**config.mk**
```make
export PLATFORM = sky130hd
export DESIGN_NAME = pwin_classifier
export DESIGN_NICKNAME = d
export VERILOG_FILES = /design/src/rtl/pwin_pkg.sv /design/src/rtl/pwin_cfg_regs.sv /design/src/rtl/pwin_range.sv /design/src/rtl/pwin_seg_hash.sv /design/src/rtl/pwin_classifier.sv
export SDC_FILE = /design/constraint.sdc
export NUM_CORES = 1
export LEC_CHECK = 0
export BUFFER_PORTS_ARGS = -buffer_cell sky130_fd_sc_hd__buf_2
export CAP_MARGIN = 10
export CORE_ASPECT_RATIO = 1.1
export CORE_MARGIN = 2
export CORE_UTILIZATION = 35
export CTS_CLUSTER_DIAMETER = 50
export DETAILED_ROUTE_END_ITERATION = 10
export MAX_ROUTING_LAYER = met4
export PLACE_DENSITY = 0.63
export REMOVE_ABC_BUFFERS = 1
export SLEW_MARGIN = 20
export SYNTH_ARGS = -nofsm -noshare
export SYNTH_HDL_FRONTEND = slang
export SYNTH_HIERARCHICAL = 1
export SYNTH_SLANG_ARGS = --single-unit
```
**constraint.sdc**
```tcl
create_clock -name clk -period 10.5 [get_ports clk]
set_clock_uncertainty 0.2 [all_clocks]
set_input_delay 2.1 -clock clk [delete_from_list [all_inputs] [get_ports clk]]
set_output_delay 2.1 -clock clk [all_outputs]
set_load 0.01 [all_outputs]
```
**src/rtl/pwin_pkg.sv**
```systemverilog
package pwin_pkg;

  typedef enum logic [1:0] {
    CLS_OUT     = 2'b00,
    CLS_PERSIST = 2'b01,
    CLS_STREAM  = 2'b10
  } pwin_class_e;

  localparam int unsigned HASH_IDX_W = 16;
  localparam int unsigned HASH_W     = 8;

  // Segment hash: xor with the seed, a right xorshift, then an odd multiply.
  // The top byte of the product is the hash value.
  function automatic logic [HASH_W-1:0] pwin_hash(
    input logic [HASH_IDX_W-1:0] idx,
    input logic [HASH_IDX_W-1:0] seed
  );
    logic [HASH_IDX_W-1:0] x;
    logic [HASH_IDX_W-1:0] y;
    logic [HASH_IDX_W-1:0] z;
    x = idx ^ seed;
    y = x ^ (x >> 7);
    z = y * 16'h2F5B;
    return z[HASH_IDX_W-1 -: HASH_W];
  endfunction

endpackage

```
**src/rtl/pwin_cfg_regs.sv**
```systemverilog
module pwin_cfg_regs #(
  parameter int unsigned ADDR_W  = 32,
  parameter int unsigned RATIO_W = 8,
  parameter int unsigned SEED_W  = 16
) (
  input  logic              clk,
  input  logic              rst,
  input  logic              commit_i,
  input  logic [ADDR_W-1:0] base_i,
  input  logic [ADDR_W-1:0] len_i,
  input  logic [RATIO_W-1:0] ratio_i,
  input  logic [SEED_W-1:0] seed_i,
  output logic [ADDR_W-1:0] base_o,
  output logic [ADDR_W-1:0] len_o,
  output logic [RATIO_W-1:0] ratio_o,
  output logic [SEED_W-1:0] seed_o
);

  // One enable for all four fields keeps the update atomic.
  always_ff @(posedge clk) begin
    if (rst) begin
      base_o  <= '0;
      len_o   <= '0;
      ratio_o <= '0;
      seed_o  <= '0;
    end else if (commit_i) begin
      base_o  <= base_i;
      len_o   <= len_i;
      ratio_o <= ratio_i;
      seed_o  <= seed_i;
    end
  end

  a_r7_commit_latch: assert property (@(posedge clk) disable iff (rst)
    commit_i |=> (base_o == $past(base_i) && len_o == $past(len_i) &&
                  ratio_o == $past(ratio_i) && seed_o == $past(seed_i)));

  a_r9_hold_idle: assert property (@(posedge clk) disable iff (rst)
    (!$past(rst) && !commit_i) |=> ($stable(len_o) && $stable(ratio_o)));

endmodule

```
**src/rtl/pwin_range.sv**
```systemverilog
module pwin_range #(
  parameter int unsigned ADDR_W    = 32,
  parameter int unsigned SEG_SHIFT = 5,
  parameter int unsigned IDX_W     = 16
) (
  input  logic [ADDR_W-1:0] addr_i,
  input  logic [ADDR_W-1:0] base_i,
  input  logic [ADDR_W-1:0] len_i,
  output logic              in_win_o,
  output logic [IDX_W-1:0]  seg_idx_o
);

  logic [ADDR_W-1:0] offset;
  logic [ADDR_W-1:0] seg_full;

  // Compare the offset against the length, so base + len can never overflow.
  always_comb begin
    offset   = addr_i - base_i;
    in_win_o = (addr_i >= base_i) && (offset < len_i);
    seg_full = offset >> SEG_SHIFT;
  end

  generate
    if (ADDR_W >= IDX_W) begin : g_slice
      assign seg_idx_o = seg_full[IDX_W-1:0];
    end else begin : g_extend
      assign seg_idx_o = {{(IDX_W-ADDR_W){1'b0}}, seg_full};
    end
  endgenerate

endmodule

```
**src/rtl/pwin_seg_hash.sv**
```systemverilog
module pwin_seg_hash
  import pwin_pkg::*;
#(
  parameter int unsigned RATIO_W = 8
) (
  input  logic [HASH_IDX_W-1:0] seg_idx_i,
  input  logic [HASH_IDX_W-1:0] seed_i,
  input  logic [RATIO_W-1:0]    ratio_i,
  output logic                  hit_o
);

  localparam logic [RATIO_W-1:0] RATIO_FULL = '1;

  logic [HASH_W-1:0] h;

  always_comb begin
    h     = pwin_hash(seg_idx_i, seed_i);
    // The all-ones ratio would leave out hash 8'hFF, so it is forced to hit.
    hit_o = (ratio_i == RATIO_FULL) || (RATIO_W'(h) < ratio_i);
  end

endmodule

```
**src/rtl/pwin_classifier.sv**
```systemverilog
module pwin_classifier
  import pwin_pkg::*;
#(
  parameter int unsigned ADDR_W    = 32,
  parameter int unsigned SEG_SHIFT = 5
) (
  input  logic              clk,
  input  logic              rst,
  input  logic [ADDR_W-1:0] cfg_base,
  input  logic [ADDR_W-1:0] cfg_len,
  input  logic [7:0]        cfg_ratio,
  input  logic [15:0]       cfg_seed,
  input  logic              cfg_commit,
  input  logic              req_valid,
  input  logic [ADDR_W-1:0] req_addr,
  output logic              rsp_valid,
  output logic [1:0]        rsp_class
);

  localparam int unsigned RATIO_W = 8;
  localparam int unsigned SEED_W  = HASH_IDX_W;

  logic [ADDR_W-1:0]     base_q;
  logic [ADDR_W-1:0]     len_q;
  logic [RATIO_W-1:0]    ratio_q;
  logic [SEED_W-1:0]     seed_q;
  logic                  in_win;
  logic [HASH_IDX_W-1:0] seg_idx;
  logic                  seg_hit;
  pwin_class_e           cls_d;

  pwin_cfg_regs #(.ADDR_W(ADDR_W), .RATIO_W(RATIO_W), .SEED_W(SEED_W)) cfg_i (
    .clk(clk), .rst(rst), .commit_i(cfg_commit),
    .base_i(cfg_base), .len_i(cfg_len), .ratio_i(cfg_ratio), .seed_i(cfg_seed),
    .base_o(base_q), .len_o(len_q), .ratio_o(ratio_q), .seed_o(seed_q)
  );

  pwin_range #(.ADDR_W(ADDR_W), .SEG_SHIFT(SEG_SHIFT), .IDX_W(HASH_IDX_W)) range_i (
    .addr_i(req_addr), .base_i(base_q), .len_i(len_q),
    .in_win_o(in_win), .seg_idx_o(seg_idx)
  );

  pwin_seg_hash #(.RATIO_W(RATIO_W)) hash_i (
    .seg_idx_i(seg_idx), .seed_i(seed_q), .ratio_i(ratio_q), .hit_o(seg_hit)
  );

  always_comb begin
    if (!in_win)      cls_d = CLS_OUT;
    else if (seg_hit) cls_d = CLS_PERSIST;
    else              cls_d = CLS_STREAM;
  end

  always_ff @(posedge clk) begin
    if (rst) begin
      rsp_valid <= 1'b0;
      rsp_class <= CLS_OUT;
    end else begin
      rsp_valid <= req_valid;
      if (req_valid) rsp_class <= cls_d;
    end
  end

  a_r1_valid_follow: assert property (@(posedge clk) disable iff (rst)
    !$past(rst) |-> (rsp_valid == $past(req_valid)));

  a_r2_legal_code: assert property (@(posedge clk) disable iff (rst)
    $onehot0(rsp_class));

  a_r3_outside: assert property (@(posedge clk) disable iff (rst)
    (req_valid && !in_win) |=> (rsp_class == CLS_OUT));

  a_r6_full_ratio: assert property (@(posedge clk) disable iff (rst)
    (req_valid && in_win && ratio_q == 8'hFF) |=> (rsp_class == CLS_PERSIST));

  a_r6_zero_ratio: assert property (@(posedge clk) disable iff (rst)
    (req_valid && in_win && ratio_q == 8'h00) |=> (rsp_class == CLS_STREAM));

  a_r8_frozen: assert property (@(posedge clk) disable iff (rst)
    (req_valid && $past(req_valid) && req_addr == $past(req_addr) &&
     !$past(cfg_commit) && !$past(rst)) |=> $stable(rsp_class));

endmodule

```
Word-level counts from Yosys, hierarchy flattened
Cells that the tools add are included.

word-level totals
  logic and storage cells = 18
  bits in registers = 91
  output and inout bits = 3

operators by class
  bitwise logic cells = 2
  equal/unequal tests = 1
  muxes and demuxes = 2
  $add $sub $neg = 1
  reduce and logical (&&, ||, !) cells = 2
  $lt $le $gt $ge = 3
  multipliers = 1

operators with widths
  operator                                                                number
  32-bit greater-or-equal comparator                                      1
  32-bit < comparator                                                     1
  32-bit subtractor                                                       1
  16-bit by 14-bit multiplier with 16-bit output (second input constant)  1
  16-bit XOR                                                              1
  16-bit by 9-bit XOR with 16-bit output                                  1
  8-bit equality test (second input constant)                             1
  8-bit < comparator                                                      1
  2-bit two-way mux                                                       2
  1-bit logical AND                                                       1
  1-bit logical OR                                                        1

Depth between registers and ports, before layout
Gate-level depths: netlist (run 1).

  depth in word-level cells = 8
  mapped depth = 39

Modules after synthesis
The synthesis (run 1) kept the hierarchy.

modules (own cells, without submodules)
  module           instances  cells an instance  area an instance (µm²)
  pwin_cfg_regs    1          284                3114.2
  pwin_seg_hash    1          299                2750.1
  pwin_range       1          388                2692.6
  pwin_classifier  1          10                 105.1

Least setup slack after synthesis (run 1)
OpenSTA, ideal clock, no wires.

  path type = in2reg
  from = input port req_addr[0]
  to = register rsp_class[1]
  stages = 38
  path slack = 0.179 ns
  data arrival time = 10.007 ns
  library setup time = 0.114 ns
  data required time = 10.186 ns
  path through = inv_1 -> ha_1 -> inv_1 -> fa_1 -> a21o_1 -> a221o_1 -> a211o_2 -> a31oi_4 -> o21ai_2 -> xor2_1 -> xnor2_1 -> xnor2_1 -> inv_1 -> ha_1 -> ha_1 -> xnor2_1 -> ha_1 -> ha_1 -> [2 not listed] -> fa_1 -> inv_1 -> ha_1 -> and2_0 -> a221o_1 -> a22o_1 -> a311oi_2 -> o21bai_2 -> a21oi_2 -> xnor2_1 -> ha_1 -> a21o_1 -> a21o_1 -> a21oi_1 -> nor2_1 -> a31oi_1 -> nand3b_1 -> a21oi_2

on the way
  word-level cells in the longest chain between the ends = 8
  elaborated cells between the ends (all ways) = 11

ends and longest elaborated chain
  item                                            RTL line               source
  start, declared                                 pwin_classifier.sv:15  input logic [ADDR_W-1:0] req_addr,
  32-bit subtractor                               pwin_range.sv:18       offset = addr_i - base_i;
  named net seg_idx[11]                           pwin_classifier.sv:28  logic [HASH_IDX_W-1:0] seg_idx;
  16-bit XOR                                      pwin_pkg.sv:21         x = idx ^ seed;
  16-bit by 9-bit XOR with 16-bit output          pwin_pkg.sv:22         y = x ^ (x >> 7);
  16-bit by 14-bit multiplier with 16-bit output  pwin_pkg.sv:23         z = y * 16'h2F5B;
  8-bit < comparator                              pwin_seg_hash.sv:19    hit_o = (ratio_i == RATIO_FULL) || (RATIO_W'(h) < ratio_i);
  1-bit logical OR                                pwin_seg_hash.sv:19
  named net seg_hit                               pwin_classifier.sv:29  logic seg_hit;
  2-bit two-way mux                               pwin_classifier.sv:49  else if (seg_hit) cls_d = CLS_PERSIST;
  2-bit two-way mux                               pwin_classifier.sv:48  if (!in_win) cls_d = CLS_OUT;
  end signal, assigned                            pwin_classifier.sv:59  if (req_valid) rsp_class <= cls_d;
  end, declared                                   pwin_classifier.sv:17  output logic [1:0] rsp_class

The timed path passes the listed nets, and every way through them passes these cells.
A chain may end at the register's enable or synchronous reset.

Worst setup path after layout (run 1)
Ends and elaborated chain as after synthesis.

==> results of run 1 <==
-- logic make-up (layout without fill, tap and decap cells) --
logic type | Yosys count | count (layout) | share of synthesized area
mux | 88 | 88 | 0.1017
other cells | 0 | 1 | 0
fa+ha+maj | 160 | 160 | 0.2632
flops | 91 | 91 | 0.2103
simple gates | 209 | 209 | 0.1109
buf+inv | 178 | 324 | 0.08667
compound gates | 160 | 160 | 0.1268
xor+xnor | 95 | 95 | 0.1004
-- timing repair --
item                                    in CTS  in global routing
endpoints found under the hold margin        0                  0
setup buffers                                0                  0
resized for setup                            0                  6
endpoints found under the setup margin       0                  2
-- cells in the final DEF, fill, tap and decap left out, drive strengths merged, types with 12 or more instances in the layout --
cell	n
xnor2	64
a21oi	42
xor2	31
mux2i	88
nand4	12
buf	155
nor2	111
ha	123
inv	155
o21ai	27
fa	37
a21o	40
dfxtp	91
nand2	28
-- routing by layer --
metal / vias up / track usage / part of all wire
met5: - / - / 0
met4: 0 / 0.05851 / 0.022
met3: 26 / 0.02355 / 0.030
met2: 109 / 0.2925 / 0.49
met1: 3194 / 0.2065 / 0.46
li1: 3567 / - / -
-- worst reg2reg max path, delay by kind of cell (launching register included) --
family | cells | cell delay, ps
AO/OA/AOI/OAI | 14 | 2860
XOR/XNOR | 5 | 890
adder cells (fa/ha/maj) | 10 | 3450
buffers and inverters | 4 | 240
flip-flops | 1 | 340
AND/OR/NAND/NOR | 3 | 400
-- cells in the mapped netlist (all sizes together) (3+ instances only) --
cell,number,area share
a31oi,10,0.0097
mux2i,88,0.10
buf,16,0.016
fa,37,0.086
nand4,12,0.0087
a21boi,5,0.0043
nand2b,7,0.0051
nand2,28,0.012
dfxtp,91,0.21
nor3,8,0.0046
ha,123,0.18
nor2b,4,0.0029
or3,3,0.0022
xnor2,64,0.067
and3,7,0.0053
nand3,10,0.0058
a21oi,42,0.025
o21a,3,0.0026
inv,153,0.066
o21bai,3,0.0030
a21o,40,0.035
nor4,3,0.0022
nor2,111,0.048
a221o,3,0.0035
clkbuf,9,0.0045
and2,5,0.0038
and4,4,0.0040
a211oi,4,0.0035
o21ai,27,0.016
xor2,31,0.033
o2111ai,3,0.0030
-- area by class of cell --
cell class / count / area [sq um] / share of cell area
antenna: 1 / 2.502 / 0.0002474
clock buffer: 9 / 225.2 / 0.02227
clock inverter: 7 / 122.6 / 0.01212
inverter: 153 / 574.3 / 0.05678
multi-input combinational: 712 / 6130 / 0.6060
sequential: 91 / 1822 / 0.1801
tap: 310 / 387.9 / 0.03835
timing repair buffer: 155 / 850.8 / 0.08412
-- registers in the layout, indices dropped and copies added, names as in the netlist --
register       flops
cfg_i/base_o      32
cfg_i/len_o       32
cfg_i/seed_o      16
cfg_i/ratio_o      8
rsp_class          2
rsp_valid          1
-- worst paths after layout --
kind | startpoint | endpoint | slack [ps]
setup / recovery | req_addr[0] | rsp_class[1] | 450
hold / removal | rsp_class[0] | rsp_class[0] | 270
setup reg to reg | cfg_i/base_o[0] | rsp_class[1] | 1980
hold reg to reg | rsp_class[0] | rsp_class[0] | 270
-- stage by stage --
stage	setup WS (ps)	utilization
CTS	248.7	0.4128
floorplan	178.7	-
global placement	100.7	0.3986
global route	44.63	0.4146
detailed placement	-113.2	0.3986
finish	447.8	0.4146
==> metrics, run 1 <==
DR vias/cell 4.796; Worst EP arrival 10060 ps; Max Freq 0.09948 GHz; Post-Synthesis Cell Area 0.008662 sq mm; Layout area overhead 16.77%; clk_lat worst skew 360 ps; Die ar. 0.02602 sq mm; Detailed Route Iter0 Violations 342; Post-DP Area 0.009724 sq mm; largest net degree at the start of global routing 92; fin. max-slew vios 0; Hold WC Path Type reg -> reg; Final Wtd Congestion 0.9459; die extent in y 169.0 um; Critical Path End Type flip-flop; worst-margin pin slew 988.6 ps; Die X 154.0 um; GRT Total Usage 0.1707; Ports 127; Post-synth EDFFs 0; worst hold path depth 2; antenna violations before repair 1; sum of negative setup slack 0 ps; Bufs and invs on worst path 6; Non-Filler Instances 1438; cell area after layout 0.01011 sq mm; WP depth 38; TritonCTS Sinks 91; filler cell count 2446; CTS clk-pin slew, worst paths 70 ps; Detailed Routing Iterations Pass 1 4; outcome completed; count of final hold-check violations 0; clock tree buffer depth 2; Critical Path RT 10510 ps; gr ovfl total 0; asr flop ratio synth 0; Final ANT Viol Nets 0; slew margin rel. 0.3409; endpoints failing setup 0; R2R depth 36; Top delay family on crit path adder cells; core area 0.02440 sq mm; Final HPWL DP 17530 um; Starting Density 0.3550; WL final 21090 um; most used cell, CP ha_1; critical path class in -> reg; CP max stage delay 510 ps; worst-path fanout max 4; Hold Worst Slack 270.0 ps; Inst Count DP 1421; nets 1406; # H-tree levels 3; Slowest-stage cell, CP fa_1; Worst Setup Start Kind input port; Synth Instances 981; unrepaired setup endpoints after global routing false; DR vias 6896; root buf cell clkbuf_16; PortBufs 126; vias in the first global route 6897; drc violations 0; Max Cap Viol 0; minimum clock period 10050 ps; row count 60; Avg Inst Size Synth 8.830 sq um; routed len/inst 14.67 um; first-pass GRT wire length 34370 um; sequential-to-total area share from yosys stat 0.2103; Cell variety after synth 71; synth warn 6; hold_buf cts 0; number of synthesized register bits 91; layout cell share with drive strength beyond 1 0.1757; top_reg_cell synth dfxtp_1; number of CTS-inserted buffers 9; fin crit share 0.9574; CTS tree built
Power of run 1 is left out: the tool's default activity adds up to more than one toggle a clock period on the data nets, which glitch-free logic cannot reach.
==> run 2: changes to the inputs <==
Settings changed: CORE_ASPECT_RATIO 1.1 to default.
==> metrics, run 2 (synthesized netlist as in run 1, its figures left out) <==
worst-margin pin slew 990.0 ps (+1.402 ps); row count 57 (-5.0%); unrepaired setup endpoints after global routing false; # H-tree levels 3 (unchanged); fin crit share 0.9562 (-0.001148); Final ANT Viol Nets 0 (unchanged); minimum clock period 10040 ps (-12.05 ps); most frequent cells in the layout inv_1 (153), buf_2 (125), ha_1 (123); Non-Filler Instances 1461 (+1.6%); Slowest-stage cell, CP fa_1; antenna violations before repair 1 (unchanged); gr ovfl total 0 (unchanged); Final HPWL DP 17500 um (-0.18%); routed len/inst 14.50 um (-1.1%); root buf cell clkbuf_16; nets 1415 (+0.64%); hold_buf cts 0 (unchanged); Layout area overhead 17.62%; Max Cap Viol 0 (unchanged); Starting Density 0.3562 (+0.001151); CTS clk-pin slew, worst paths 70 ps (about the same); Max Freq 0.09960 GHz (+0.12%); Final Wtd Congestion 0.9307 (-1.6%); Final Util 0.4189 (+0.004379); most used cell, CP ha_1; R2R depth 36 (unchanged); count of final hold-check violations 0 (unchanged); Ports 127 (unchanged); first-pass GRT wire length 34550 um (+0.52%); worst hold path depth 2 (unchanged); Worst Min Path Start rsp_class[0]; drc violations 0 (unchanged); endpoints failing setup 0 (unchanged); TritonCTS Sinks 91 (unchanged); Detailed Routing Iterations Pass 1 5 (+1); die extent in y 161.3 um (-4.5%); worst-path fanout max 4 (unchanged); Post-DP Area 0.009809 sq mm (+0.87%); Critical Path End Type flip-flop; largest net degree at the start of global routing 92 (unchanged); filler cell count 2435 (-0.45%); DR vias/cell 4.695 (-2.1%); layout cell share with drive strength beyond 1 0.1822 (+0.006531); slew margin rel. 0.3400 (-0.0009350); Hold WC Path Type reg -> reg; PortBufs 126 (unchanged); Setup Buffers After CTS 0 (unchanged); RR Startpoint cfg_i/base_o[0]; core area 0.02432 sq mm (-0.32%); cell area after layout 0.01019 sq mm (+0.73%); Inst Count DP 1444 (+1.6%); Die X 161.3 um (+4.8%); Worst Hold End rsp_class[0]; DR vias 6859 (-0.54%); clock tree buffer depth 2 (unchanged); CTS-repair resized insts 0 (unchanged); Critical Path RT 10500 ps (about the same); Die ar. 0.02602 sq mm (about the same); Worst Setup Start Kind input port; top flop regs cfg_i/base_o (32), cfg_i/len_o (32), cfg_i/seed_o (16); commonest non-fill, non-tap cell in the layout inv_1; critical path class in -> reg; outcome completed; GRT Total Usage 0.1724 (+0.001792); CP max stage delay 510 ps (about the same); clk_lat worst skew 350 ps (about the same); RR Endpoint rsp_class[1]; CTS tree built; FF-to-FF setup slack 1990 ps (about the same); WL final 21190 um (+0.48%); fin. max-slew vios 0 (unchanged); Detailed Route Iter0 Violations 234 (-32%); Worst EP arrival 10040 ps (-20 ps); vias in the first global route 6999 (+1.5%); number of CTS-inserted buffers 9 (unchanged)
==> run 2: per-stage QoR <==
step | setup WS, ps | hold slack [ps] | setup TNS, ps
final | 459.8 | 281.0 | 0
after CTS | 266.5 | 290.0 | 0
after detailed placement | -60.23 | 273.4 | -62.47
after global placement | 97.30 | 272.8 | 0
after global routing | 2.050 | 301.0 | 0
after floorplan | 178.7 | 254.3 | 0
==> run 2: how the worst max path moves through the flow <==
| stage | endpoint | from | depth (start not counted) | slack [ps] |
|---|---|---|---|---|
| 3_3_place_gp | rsp_class[1] | req_addr[0] | 38 | 100 |
| 6_report | rsp_class[1] | req_addr[0] | 38 | 460 |
| 5_1_grt | rsp_class[1] | req_addr[0] | 39 | 2 |
| 3_5_place_dp | rsp_class[1] | req_addr[0] | 38 | -60 |
| 4_1_cts | rsp_class[1] | req_addr[0] | 38 | 270 |
| 2_1_floorplan | rsp_class[1] | req_addr[0] | 38 | 180 |
==> run 2: layout make-up <==
cell class,instances,area (sq um),share of cell area
Timing Repair Buffer,164,918.4,0.09014
Clock buffer,11,252.7,0.02481
Sequential cell,91,1822,0.1788
Inverter,153,574.3,0.05637
Multi-Input combinational cell,712,6131,0.6017
Antenna cell,1,2.502,0.0002456
Clock inverter,5,82.58,0.008105
Tap cell,324,405.4,0.03979
==> run 2: metal layers <==
| metal | routed length (um) | GRT usage |
|---|---|---|
| met5 | 0 | - |
| met4 | 587 | 0.06291 |
| met3 | 711 | 0.02594 |
| met2 | 9761 | 0.2753 |
| met1 | 10130 | 0.2220 |
==> run 2: worst max-delay path, delay by kind of cell <==
| family | cells | cell delay [ps] |
|---|---|---|
| fa+ha+maj | 10 | 3380 |
| simple gates | 3 | 380 |
| compound gates | 14 | 2850 |
| xor+xnor | 5 | 920 |
| buf+inv | 6 | 370 |
Power of run 2 is left out for the same reason.
==> run 3: changes to the inputs <==
Settings changed: BUFFER_PORTS_ARGS -buffer_cell sky130_fd_sc_hd__buf_2 to -buffer_cell sky130_fd_sc_hd__clkbuf_2, CTS_BUF_LIST from default to sky130_fd_sc_hd__clkbuf_8.
==> metrics, run 3 (synthesized netlist as in run 1, its figures left out) <==
outcome completed; Critical Path RT 10530 ps (+30 ps); Max Cap Viol 0 (unchanged); WL final 20810 um (-1.8%); count of final hold-check violations 0 (unchanged); fin crit share 0.9465 (-0.009681); Slowest-stage cell, CP fa_1; antenna violations before repair 0 (-1); Critical Path End Type flip-flop; Hold WC Path Type reg -> reg; Detailed Route Iter0 Violations 285 (+22%); DR vias 6731 (-1.9%); GRT Total Usage 0.1702 (-0.002288); Worst Setup Start Kind input port; row count 57 (unchanged); Layout area overhead 15.47%; endpoints failing setup 0 (unchanged); CP max stage delay 520 ps (about the same); Hold Worst Slack 284.3 ps (+3.315 ps); worst-path fanout max 4 (unchanged); Final HPWL DP 17330 um (-0.99%); gr ovfl total 0 (unchanged); global routing usage on met2 0.2787 (+0.003497); top flop regs cfg_i/base_o (32), cfg_i/len_o (32), cfg_i/seed_o (16); Final ANT Viol Nets 0 (unchanged); Starting Density 0.3562 (unchanged); Non-Filler Instances 1452 (-0.62%); Die ar. 0.02602 sq mm (unchanged); Worst EP arrival 9970 ps (-70 ps); largest net degree at the start of global routing 92 (unchanged); minimum clock period 9939 ps (-101.7 ps); antenna diode count 0 (-1); routed len/inst 14.33 um (-1.2%); first-pass GRT wire length 34630 um (+0.24%); vias in the first global route 6965 (-0.49%); Bufs and invs on worst path 6 (unchanged); commonest non-fill, non-tap cell in the layout inv_1; PortBufs 126 (unchanged); TritonCTS Sinks 91 (unchanged); CTS clk-pin slew, worst paths 100 ps (+30 ps); Final Wtd Congestion 0.9285 (-0.24%); clock tree buffer depth 2 (unchanged); Max Freq 0.1006 GHz (+1.0%); layout cell share with drive strength beyond 1 0.1738 (-0.008459); Detailed Routing Iterations Pass 1 4 (-1); GRT met1 Usage 0.2257 (+0.003778); # H-tree levels 3 (unchanged); nets 1407 (-0.57%); slew margin rel. 0.3327 (-0.007337); Top Usage Layer GRT met2; number of CTS-inserted buffers 9 (unchanged); Setup Buffers After CTS 0 (unchanged); Die X 161.3 um (unchanged); DR vias/cell 4.636 (-1.3%); Inst Count DP 1436 (-0.55%); core area 0.02432 sq mm (unchanged); Top delay family on crit path adder cells; most used cell, CP ha_1; clk_lat worst skew 390 ps (+40 ps); critical path class in -> reg; fin. max-slew vios 0 (unchanged); GRT met3 Usage 0.01977 (-0.006163); CTS tree built; unrepaired setup endpoints after global routing false; most frequent cells in the layout inv_1 (155), clkbuf_2 (124), ha_1 (123); drc violations 0 (unchanged); Ports 127 (unchanged); worst-margin pin slew 1001 ps (+11.01 ps); die extent in y 161.3 um (unchanged); filler cell count 2479 (+1.8%); root buf cell clkbuf_8
==> run 3: changes by cell type in the layout (fill, tap and decap cells not counted), sizes merged <==
cell and change:
diode -1, buf -132, clkinv +1, clkbuf +123
==> run 3: layer usage <==
metal | routed length (um) | vias to the layer above
li1 | - | 3574
met1 | 10330 | 3025
met2 | 9696 | 113
met3 | 489 | 19
met4 | 294 | 0
met5 | 0 | -
==> run 3: final timing paths <==
| check | start | to | slack, ps | cells past startpoint |
|---|---|---|---|---|
| min reg2reg | rsp_class[0] | rsp_class[0] | 280 | 2 |
| min | rsp_class[0] | rsp_class[0] | 280 | 2 |
| max reg2reg | cfg_i/base_o[0] | rsp_class[1] | 2040 | 37 |
| max | req_addr[0] | rsp_class[1] | 560 | 39 |
==> run 3: worst register-to-register path, delay by kind of cell (launching register included) <==
kind                       cells  cell delay, ps
DFF                            1             350
xor gates and xnor gates       5             830
adders and majority gates     10            3280
and+or+nand+nor                3             370
buffers and inverters          4             230
AOI/OAI and AO/OA             15            3070
==> run 3: what timing repair did <==
item	4_1_cts	5_1_grt
hold buffers	0	0
setup endpoints to repair	0	2
resized for setup	0	5
==> run 3: layout make-up <==
type                    instances  area, sq um  area share
multi-input cells             712         6123      0.6122
inverters                     153        574.3     0.05742
flip-flops and latches         91         1822      0.1821
well taps                     324        405.4     0.04053
clock buffers                  10        137.6     0.01376
repair buffers                156        858.3     0.08581
clock inverters                 6        81.33    0.008131
==> run 3: stage by stage <==
step / cell area (sq um) / TNS [ps] / worst slack (ps) / utilization
4_1_cts: 9968 / 0 / 343.5 / 0.4099
6_report: 10000 / 0 / 561.5 / 0.4113
5_1_grt: 10000 / 0 / 37.60 / 0.4113
3_3_place_gp: 9749 / 0 / 112.4 / 0.4009
3_5_place_dp: 9749 / -40.76 / -40.76 / 0.4009
2_1_floorplan: 8486 / 0 / 178.7 / -
Power of run 3 is left out for the same reason.
